<file path="config.mk">
export PLATFORM = sky130hd
export DESIGN_NAME = xcvr_lock_seq
export DESIGN_NICKNAME = d
export VERILOG_FILES = /design/src/rtl/xls_pkg.sv /design/src/rtl/xls_sync2.sv /design/src/rtl/xls_phase_timer.sv /design/src/rtl/xcvr_lock_seq.sv
export SDC_FILE = /design/constraint.sdc
export NUM_CORES = 1
export LEC_CHECK = 0
export BUFFER_PORTS_ARGS = -buffer_cell sky130_fd_sc_hd__buf_2
export CORE_UTILIZATION = 36
export DETAILED_ROUTE_END_ITERATION = 10
export SETUP_SLACK_MARGIN = 0.5
export SYNTH_ARGS = -nofsm -noshare
export SYNTH_HDL_FRONTEND = slang
export SYNTH_HIERARCHICAL = 1
export SYNTH_SLANG_ARGS = --single-unit
</file>
<file path="constraint.sdc">
create_clock -name clk -period 2.05 [get_ports clk]
set_input_delay 0.1025 -clock clk [delete_from_list [all_inputs] [get_ports clk]]
set_output_delay 0.1025 -clock clk [all_outputs]
set_load 0.02 [all_outputs]
</file>
<file path="src/rtl/xls_pkg.sv">
// Package: shared state type and the time-to-cycle conversion for the lock sequencer.
// Assumes times in nanoseconds and reference frequency in kHz.
package xls_pkg;

    typedef enum logic [3:0] {
        S_PORHOLD,
        S_DRESET,
        S_SLEEP,
        S_WAIT,
        S_BIAS,
        S_ALOCK,
        S_DLOCK,
        S_LOCKED,
        S_IDLE,
        S_RELOCK
    } seq_state_t;

    // Converts a duration to reference cycles, rounding any fraction up.
    function automatic int unsigned ns_to_cyc(input longint unsigned ns,
                                              input longint unsigned khz);
        longint unsigned prod;
        prod = ns * khz + 64'd999_999;
        return 32'(prod / 64'd1_000_000);
    endfunction

endpackage

</file>
<file path="src/rtl/xls_sync2.sv">
// Two-flop synchroniser, one chain per bit.
// Assumes each input bit is independent; multi-bit coherence is not needed.
module xls_sync2 #(
    parameter int            W       = 4,
    parameter logic [W-1:0]  RST_VAL = '0
) (
    input  logic         clk,
    input  logic         rst_n,
    input  logic [W-1:0] d,
    output logic [W-1:0] q
);

    for (genvar i = 0; i < W; i++) begin : g_bit
        logic s1, s2;
        // Shift the raw level through two flops.
        always_ff @(posedge clk) begin
            if (!rst_n) begin
                s1 <= RST_VAL[i];
                s2 <= RST_VAL[i];
            end else begin
                s1 <= d[i];
                s2 <= s1;
            end
        end
        assign q[i] = s2;
    end

endmodule

</file>
<file path="src/rtl/xls_phase_timer.sv">
// Phase timer: counts reference cycles from the last clear and saturates at all-ones.
// Assumes the caller clears it on every phase entry that needs a fresh count.
module xls_phase_timer #(
    parameter int W = 16
) (
    input  logic         clk,
    input  logic         rst_n,
    input  logic         clr,
    output logic [W-1:0] cnt
);

    localparam logic [W-1:0] CMAX = '1;

    // Count up, clear on request, hold at the ceiling.
    always_ff @(posedge clk) begin
        if (!rst_n || clr)
            cnt <= '0;
        else if (cnt != CMAX)
            cnt <= cnt + W'(1);
    end

    a_r12_count_step: assert property (@(posedge clk) disable iff (!rst_n)
        (!clr && cnt != CMAX) |=> (cnt == $past(cnt) + W'(1)));

endmodule

</file>
<file path="src/rtl/xcvr_lock_seq.sv">
// Power-up and lock sequencer for one transceiver channel.
// Steps through hold, bias settle, analog lock and data lock on one shared timer,
// and decodes the phase into control strobes. Assumes clk is the reference clock
// at REF_KHZ and that every duration fits the derived counter width.
module xcvr_lock_seq #(
    parameter int unsigned REF_KHZ     = 125000,
    parameter int unsigned T_HOLD_NS   = 20000,
    parameter int unsigned T_BIAS_NS   = 32000,
    parameter int unsigned T_ALOCK_NS  = 262000,
    parameter int unsigned T_LOCK_NS   = 358000,
    parameter int unsigned T_RELOCK_NS = 2000
) (
    input  logic clk,
    input  logic rst_n,
    input  logic dev_reset_n,
    input  logic sleep_req,
    input  logic pll_bypass,
    input  logic lockref_n,
    output logic pll_force_min,
    output logic ser_out_zero,
    output logic rx_hold,
    output logic phase_sel_rst,
    output logic loop_filt_rst,
    output logic rx_locked,
    output logic comma_det_en,
    output logic pll_pwr_dn
);
    import xls_pkg::*;

    localparam int unsigned C_HOLD   = ns_to_cyc(T_HOLD_NS, REF_KHZ);
    localparam int unsigned C_BIAS   = ns_to_cyc(T_BIAS_NS, REF_KHZ);
    localparam int unsigned C_ALOCK  = ns_to_cyc(T_ALOCK_NS, REF_KHZ);
    localparam int unsigned C_LOCK   = ns_to_cyc(T_LOCK_NS, REF_KHZ);
    localparam int unsigned C_RELOCK = ns_to_cyc(T_RELOCK_NS, REF_KHZ);
    localparam int unsigned C_M1     = (C_HOLD > C_LOCK) ? C_HOLD : C_LOCK;
    localparam int unsigned C_MAX    = (C_M1 > C_RELOCK) ? C_M1 : C_RELOCK;
    localparam int          CW       = $clog2(C_MAX + 1);

    logic [3:0]    sync_q;
    logic          drst_s, slp_s, byp_s, lref_s;
    logic [CW-1:0] tmr;
    logic          tmr_clr;
    seq_state_t    st, nxt, gate_st;

    xls_sync2 #(.W(4), .RST_VAL(4'b0000)) u_sync (
        .clk   (clk),
        .rst_n (rst_n),
        .d     ({dev_reset_n, sleep_req, pll_bypass, lockref_n}),
        .q     (sync_q)
    );

    assign drst_s = sync_q[3];
    assign slp_s  = sync_q[2];
    assign byp_s  = sync_q[1];
    assign lref_s = sync_q[0];

    xls_phase_timer #(.W(CW)) u_tmr (
        .clk   (clk),
        .rst_n (rst_n),
        .clr   (tmr_clr),
        .cnt   (tmr)
    );

    // Pick the parked state by priority, or start the schedule when all are clear.
    always_comb begin
        if (!drst_s)     gate_st = S_DRESET;
        else if (slp_s)  gate_st = S_SLEEP;
        else if (byp_s)  gate_st = S_WAIT;
        else             gate_st = S_BIAS;
    end

    // Next-state and timer-clear decisions.
    always_comb begin
        nxt     = st;
        tmr_clr = 1'b0;
        case (st)
            S_PORHOLD: begin
                if (tmr == CW'(C_HOLD - 1)) begin
                    nxt     = gate_st;
                    tmr_clr = 1'b1;
                end
            end
            S_DRESET, S_SLEEP, S_WAIT: begin
                nxt     = gate_st;
                tmr_clr = 1'b1;
            end
            default: begin
                if (gate_st != S_BIAS) begin
                    nxt     = gate_st;
                    tmr_clr = 1'b1;
                end else begin
                    case (st)
                        S_BIAS:   if (tmr == CW'(C_BIAS - 1))  nxt = S_ALOCK;
                        S_ALOCK:  if (tmr == CW'(C_ALOCK - 1)) nxt = S_DLOCK;
                        S_DLOCK:  if (tmr == CW'(C_LOCK - 1))
                                      nxt = lref_s ? S_LOCKED : S_IDLE;
                        S_LOCKED: if (!lref_s) nxt = S_IDLE;
                        S_IDLE: begin
                            if (lref_s) begin
                                nxt     = S_RELOCK;
                                tmr_clr = 1'b1;
                            end
                        end
                        S_RELOCK: begin
                            if (!lref_s)                        nxt = S_IDLE;
                            else if (tmr == CW'(C_RELOCK - 1))  nxt = S_LOCKED;
                        end
                        default: nxt = S_PORHOLD;
                    endcase
                end
            end
        endcase
    end

    // State register.
    always_ff @(posedge clk) begin
        if (!rst_n) st <= S_PORHOLD;
        else        st <= nxt;
    end

    // Decode the phase into control strobes.
    always_comb begin
        pll_force_min = 1'b0;
        ser_out_zero  = 1'b0;
        rx_hold       = 1'b0;
        phase_sel_rst = 1'b0;
        loop_filt_rst = 1'b0;
        rx_locked     = 1'b0;
        comma_det_en  = 1'b0;
        pll_pwr_dn    = 1'b0;
        case (st)
            S_PORHOLD, S_DRESET: begin
                pll_force_min = 1'b1;
                ser_out_zero  = 1'b1;
                rx_hold       = 1'b1;
                phase_sel_rst = 1'b1;
                loop_filt_rst = 1'b1;
            end
            S_SLEEP: begin
                pll_pwr_dn    = 1'b1;
                rx_hold       = 1'b1;
                phase_sel_rst = 1'b1;
                loop_filt_rst = 1'b1;
            end
            S_WAIT, S_ALOCK: begin
                rx_hold       = 1'b1;
                phase_sel_rst = 1'b1;
                loop_filt_rst = 1'b1;
            end
            S_BIAS: begin
                pll_force_min = 1'b1;
                rx_hold       = 1'b1;
                phase_sel_rst = 1'b1;
                loop_filt_rst = 1'b1;
            end
            S_DLOCK, S_IDLE, S_RELOCK: rx_hold = 1'b1;
            S_LOCKED: begin
                rx_locked    = 1'b1;
                comma_det_en = 1'b1;
            end
            default: ;
        endcase
    end

    a_r6_drop_on_lockref: assert property (@(posedge clk) disable iff (!rst_n)
        (rx_locked && !lref_s) |=> !rx_locked);

    a_r5_lock_needs_ref: assert property (@(posedge clk) disable iff (!rst_n)
        $rose(rx_locked) |-> $past(lref_s));

    a_r7_reset_forces: assert property (@(posedge clk) disable iff (!rst_n)
        !drst_s |=> (pll_force_min && ser_out_zero && rx_hold && !rx_locked));

    a_r9_sleep_pwrdn: assert property (@(posedge clk) disable iff (!rst_n)
        (drst_s && slp_s && st != S_PORHOLD) |=> (pll_pwr_dn && !rx_locked));

    a_r11_bypass_parks: assert property (@(posedge clk) disable iff (!rst_n)
        (drst_s && !slp_s && byp_s && st != S_PORHOLD) |=> (!rx_locked && !pll_force_min));

endmodule

</file>
Yosys cells after proc, flatten, opt, wreduce, memory -nomap -nowiden:

Cells that the tools add are included.

* add/sub/neg operators: 1
* equal/unequal tests: 23
* mux-type cells: 26
* reductions and logical operators: 9

Operators by type and width (count)
* $mux W4: 10
* $eq A16 B12 Y1 const B: 2
* $pmux W4 S6: 1
* $add A16 B1 Y16 const B: 1
* $eq A16 B15 Y1 const B: 1
* $eq A16 B16 Y1 const B: 1
* $eq A16 B8 Y1 const B: 1
* $eq A4 B3 Y1 const B: 4
* $ne A16 B16 Y1 const B: 1
* $ne A5 B3 Y1 const B: 3
* $mux W1: 10
* $mux W3: 3
* $reduce_or A9 Y1: 1
* $eq A4 B2 Y1 const B: 2
* $eq A4 B4 Y1 const B: 2
* $pmux W4 S2: 1
* $reduce_and A7 Y1: 1
* $ne A6 B6 Y1 const B: 1
* $reduce_or A3 Y1: 2
* $reduce_or A6 Y1: 1
* $ne A5 B4 Y1 const B: 1
* $ne A5 B5 Y1 const B: 1
* $eq A4 B1 Y1 const B: 1
* $logic_not A4 Y1: 1
* other kinds (6): 6

* register bits after elaboration: 28
* input bits: 6
* output and inout bits: 8
* word-level logic and storage cells: 69

Logic depth before layout (Yosys ltp):

* depth in word-level cells: 7
* mapped depth: 9
* mapped depth without buffers: 8

Modules after synthesis:

The synthesis kept the hierarchy.

Modules (own cells, without submodules)
* xls_phase_timer: instances 1, cells each 94, area an instance 812.0 sq um, sequential area each 320.3 sq um
* xcvr_lock_seq: instances 1, cells each 85, area an instance 633.1 sq um, sequential area each 80.1 sq um
* xls_sync2: instances 1, cells each 20, area an instance 240.2 sq um, sequential area each 160.2 sq um

Worst setup path after synthesis:

OpenSTA, ideal clock, no wires.

* kind: register to register
* from: reg u_tmr.cnt[2]
* to: reg u_tmr.cnt[0]
* setup time: 128 ps
* data arrival time: 1653 ps
* slack: 269 ps
* cell stages (with the launch flop): 8
* period minus slack after synthesis: 1781 ps
* cells stage by stage: dfxtp_1 > or3_1 > nor2_1 > a31oi_2 > a21oi_1 > nand2b_1 > clkbuf_1 > nor2_1

* cells in the longest elaborated chain, start to end: 4
* elaborated cells between the ends (all ways): 5
* those cells by class: eq/ne (2); mux (2); reduce/logical (1)

RTL lines
* start, declared: line xls_phase_timer.sv:9 `output logic [W-1:0] cnt`
* start signal, assigned: line xls_phase_timer.sv:19 `cnt <= cnt + W'(1);`
* $eq A16 B12 Y1: line xcvr_lock_seq.sv:78 `if (tmr == CW'(C_HOLD - 1)) begin`
* $mux W1: line xcvr_lock_seq.sv:78
* $pmux W1 S2: line xcvr_lock_seq.sv:76 `case (st)`
* net tmr_clr: line xcvr_lock_seq.sv:42 `logic tmr_clr;`
* $logic_or A1 B1 Y1: line xls_phase_timer.sv:16 `if (!rst_n || clr)`

The timed path passes the listed nets, and every way through them passes these cells.
A chain may end at the register's enable or synchronous reset.

Worst setup path in the final report:

* from: reg u_tmr.cnt[13]
* to: reg st[3]

* cells in the longest elaborated chain, start to end: 3
* elaborated cells between the ends (all ways): 11
* those cells by class: eq/ne (10); reduce/logical (1)

RTL lines
* $eq A16 B8 Y1, or another cell as far along: line xcvr_lock_seq.sv:106 `else if (tmr == CW'(C_RELOCK - 1)) nxt = S_LOCKED;`
* $ne A6 B6 Y1 (no line), or another cell as far along
* $reduce_and A7 Y1 (no line) *
* end signal, assigned: line xcvr_lock_seq.sv:118 `else st <= nxt;`
* end, declared: line xcvr_lock_seq.sv:43 `seq_state_t st, nxt, gate_st;`

Every way passes the cells marked *; elsewhere a longest branch is shown, timed or not.

==> flow_metrics.py <==
metrics = {
    "worst_setup_path": {
        "setup.worst_path.end_class": "register",
        "critical_path.max_stage_delay_ps": 380,
        "list_of_cells_traversed_by_the_critical_path": "nor4_1, and2_1, nand4b_1, a211oi_2, nand2_2, mux2i_1",
        "timing.critical_path.depth": 6,
        "cp_data_arrival_time_ps": 1950,
        "worst_path_dominant_cell_family": "simple AND/OR/NAND/NOR gates",
        "r2r_start": "u_tmr/cnt[13]$_SDFFE_PP0P_",
        "rr_worst_depth": 6,
        "crit_required_ps": 2220,
        "r2r-end": "st[3]$_SDFFE_PN0P_",
        "timing.critical_path.from_type": "register",
        "timing.setup.critical_path_class": "reg2reg",
        "setup.reg_to_reg.worst_slack_ps": 270,
        "crit_slowest_cell": "sky130_fd_sc_hd__dfxtp_2",
        "number_of_buffers_and_inverters_on_the_critical_path": 0,
        "critPathMaxFanout": 9,
    },
    "synth": {
        "syn_nets": 206,
        "synth.yosys.warnings": 6,
        "yosys.area.top_type_share_pct": 33.3,
        "synth_enable_flop_cells": 0,
        "async_flop_share_pct": 0,
        "syn_area_um2": 1690,
        "main_synth_ff_type": "sky130_fd_sc_hd__dfxtp_1",
        "syn-mean-instance-area_um2": 8.47,
        "ys_ff_latch": 28,
        "ys_seq_area_share_pct": 33.3,
        "synthCells": 199,
        "synth.area.top_cells": "sky130_fd_sc_hd__dfxtp_1, sky130_fd_sc_hd__and2_1, sky130_fd_sc_hd__a21oi_1",
        "yosysTopAreaCell": "sky130_fd_sc_hd__dfxtp_1",
        "netlist-cell-type-count": 53,
    },
    "timing": {
        "final.min_clock_period_ps": 1780,
        "final.setup_skew_ps": 3.87,
        "slew_headroom_pct": 73.9,
        "final_hold_viol_count": 0,
        "worst-slew-pin-transition_ps": 389,
        "setup_violations": 0,
        "fmax_mhz": 563,
        "worst_slack_ps": 273,
        "timing.final.max_slew_violations": 0,
        "setup_tns_ps": 0,
        "rsz0062_at_grt": "true",
        "final.period_utilization_pct": 86.7,
    },
    "grt": {
        "first_global_vias": 1548,
        "antenna_found_initial": 0,
        "globalRouteMet2Util_pct": 29.1,
        "grt_overflow": 0,
        "global_route.usage.met1_pct": 23.5,
        "grt_max_degree": 19,
        "grt_first_pass_wirelength_um": 7140,
        "global_route.usage.total_pct": 17.8,
        "groute.layer.met3.usage_pct": 2.02,
        "grt_busiest_layer": "met2",
    },
    "clock_network": {
        "tritoncts.num_buffers": 3,
        "cts_buffer_depth": 2,
        "clock_insertion_delay_at_the_later_pin_of_the_skew_report_ps": 280,
        "path_clk_slew_ps": 100,
        "sink_count": 28,
        "cts_tree": "yes",
        "clk_root_buffer_cell": "sky130_fd_sc_hd__clkbuf_8",
        "htree_levels": 1,
    },
    "pwr": {
        "internal_power_uw": 1190,
        "total_switching_power_uw": 571,
        "power.share.combinational_pct": 37.2,
        "power_density_nw_per_um2": 795,
        "power.ir.vdd_worst_uv": 426,
        "p_leak_uw": 0.000834,
        "pwr-share-clk_pct": 25.0,
        "power.share.switching_pct": 32.4,
        "seq_power_share_pct": 37.7,
    },
    "hold_path": {
        "worst_hold_path.endpoint": "u_sync/g_bit[0].s1$_SDFF_PN0_",
        "hp-class": "in2reg",
        "hold_sp": "lockref_n",
        "worstHoldPathCells": 2,
    },
    "outcome": {
        "run_status": "complete, no violations",
    },
    "placed_design": {
        "dpl.hpwl_um": 2660,
        "detailed_place.area_um2": 1830,
        "port-buffer-count": 13,
        "dpl.cell_count": 259,
        "dpl_worst_slack_ps": 275,
        "place.gp.congestion": 0.834,
    },
    "detailed_routing": {
        "ant_nets": 0,
        "viasPerCell": 5.92,
        "routed_wire_length_per_instance_um": 14.9,
        "dr.first_iter.drc_count": 86,
        "wirelength_um": 4240,
        "vias": 1688,
        "detail_route.drc_violations": 0,
        "drt-pass1-iter-count": 4,
    },
    "final_layout": {
        "nNetsFinal": 241,
        "fin_area_um2": 2210,
        "fill_cells": 394,
        "post_route_cells_drive_above_1_share_pct": 43.3,
        "area_growth_syn_to_layout_pct": 31.3,
        "postLayoutCoreUtil_pct": 50.1,
        "n_antenna_cell": 0,
        "final_cells": 285,
    },
    "floorplanning": {
        "placement_rows": 24,
        "die_height_um": 70.4,
        "io_pins": 14,
        "core_um2": 4410,
        "fp.dieW_um": 70.4,
        "initial_core_util_pct": 38.2,
        "dieArea_um2": 4960,
    },
    "flow_run": {
        "maxCapViolCount": 0,
    },
}
==> stage by stage <==
stage	hold WS [ps]	power, µW
detailed placement	311	1130
global route	13.2	1860
finish	20.4	1760
floorplan	224	1040
CTS	11.7	1720
global placement	303	1120
==> power groups by stage <==
stage | sequential [µW] | combinational, µW | clock, µW
after global placement | 696 | 428 | 0
after global routing | 670 | 710 | 478
after detailed placement | 698 | 430 | 0
after floorplan | 651 | 389 | 0
after CTS | 661 | 600 | 455
final | 664 | 655 | 440
==> cell usage in the layout (no fill, tap or decap), drive strengths merged, types with 2 or more instances in the layout <==
cell type and n:
and2 9, nand4 7, and3b 2, and3 4, a311oi 2, nor3 8, a21o 3, inv 4
and4 3, o21ai 12, nor4 7, a21oi 11, nand4b 2, nor2b 3, a31oi 9, or4 3
nand2b 6, buf 42, dfxtp 28, o31ai 2, or3 6, nand3 9, clkbuf 3, a211oi 3
mux2i 5, nand2 13, nor2 9, nor3b 3, nand3b 2
==> registers in the layout (all words and copies together), names as in the netlist <==
name,cells
u_tmr/cnt,16
u_sync/g_bit.s2,4
st,4
u_sync/g_bit.s1,4
==> logic make-up after synthesis <==
kind of cell,Yosys count,synth area share [%]
AND/OR/NAND/NOR,97,36.7
AO/OA/AOI/OAI,49,19.5
XOR/XNOR,1,0.520
flip-flops,28,33.3
adder cells (fa/ha/maj),1,0.742
buffers and inverters,17,5.57
multiplexers,6,3.64
==> worst max path at each step <==
stage	slack [ps]	end	startpoint
3_3_place_gp	250	u_tmr/cnt[1]$_SDFFE_PP0P_	u_tmr/cnt[0]$_SDFFE_PP0P_
4_1_cts	350	u_tmr/cnt[14]$_SDFFE_PP0P_	st[2]$_SDFFE_PN0P_
2_1_floorplan	400	st[0]$_SDFFE_PN0P_	u_sync/g_bit[1].s2$_SDFF_PN0_
6_report	270	st[3]$_SDFFE_PN0P_	u_tmr/cnt[13]$_SDFFE_PP0P_
3_5_place_dp	280	u_tmr/cnt[14]$_SDFFE_PP0P_	st[0]$_SDFFE_PN0P_
5_1_grt	250	st[3]$_SDFFE_PN0P_	u_tmr/cnt[13]$_SDFFE_PP0P_
==> timing repair <==
item                                    in CTS  in global routing
cloned                                       1                  1
pin swaps                                    9                 14
buffers inserted                            13                  7
endpoints found under the setup margin      20                 24
hold buffers                                 0                  0
resized for setup                           29                 24
==> cell usage after synthesis, drive strengths merged, types with 6 or more instances <==
cell type / number
a21oi: 11
a31oi: 9
and2: 9
buf: 7
clkbuf: 6
dfxtp: 28
nand2: 13
nand3: 9
nand4: 7
nor2: 9
nor3: 8
nor4: 7
o21ai: 12
or3: 6
==> final cells by class <==
| cell class | instances | area, µm² | area share [%] |
|---|---|---|---|
| clock buffer | 3 | 41.3 | 1.87 |
| clock inverter | 1 | 30.0 | 1.36 |
| inverter | 4 | 15.0 | 0.679 |
| tap | 52 | 65.1 | 2.94 |
| multi-input combinational | 155 | 1160 | 52.6 |
| sequential | 28 | 604 | 27.3 |
| timing repair buffer | 42 | 293 | 13.2 |
==> layer usage <==
| metal | wire length (µm) | share of wire (%) |
|---|---|---|
| met5 | 0 | 0 |
| met4 | 72 | 1.7 |
| met3 | 154 | 3.6 |
| met2 | 2020 | 48 |
| met1 | 2000 | 47 |
No activity file was read; power rests on OpenSTA's default activity.
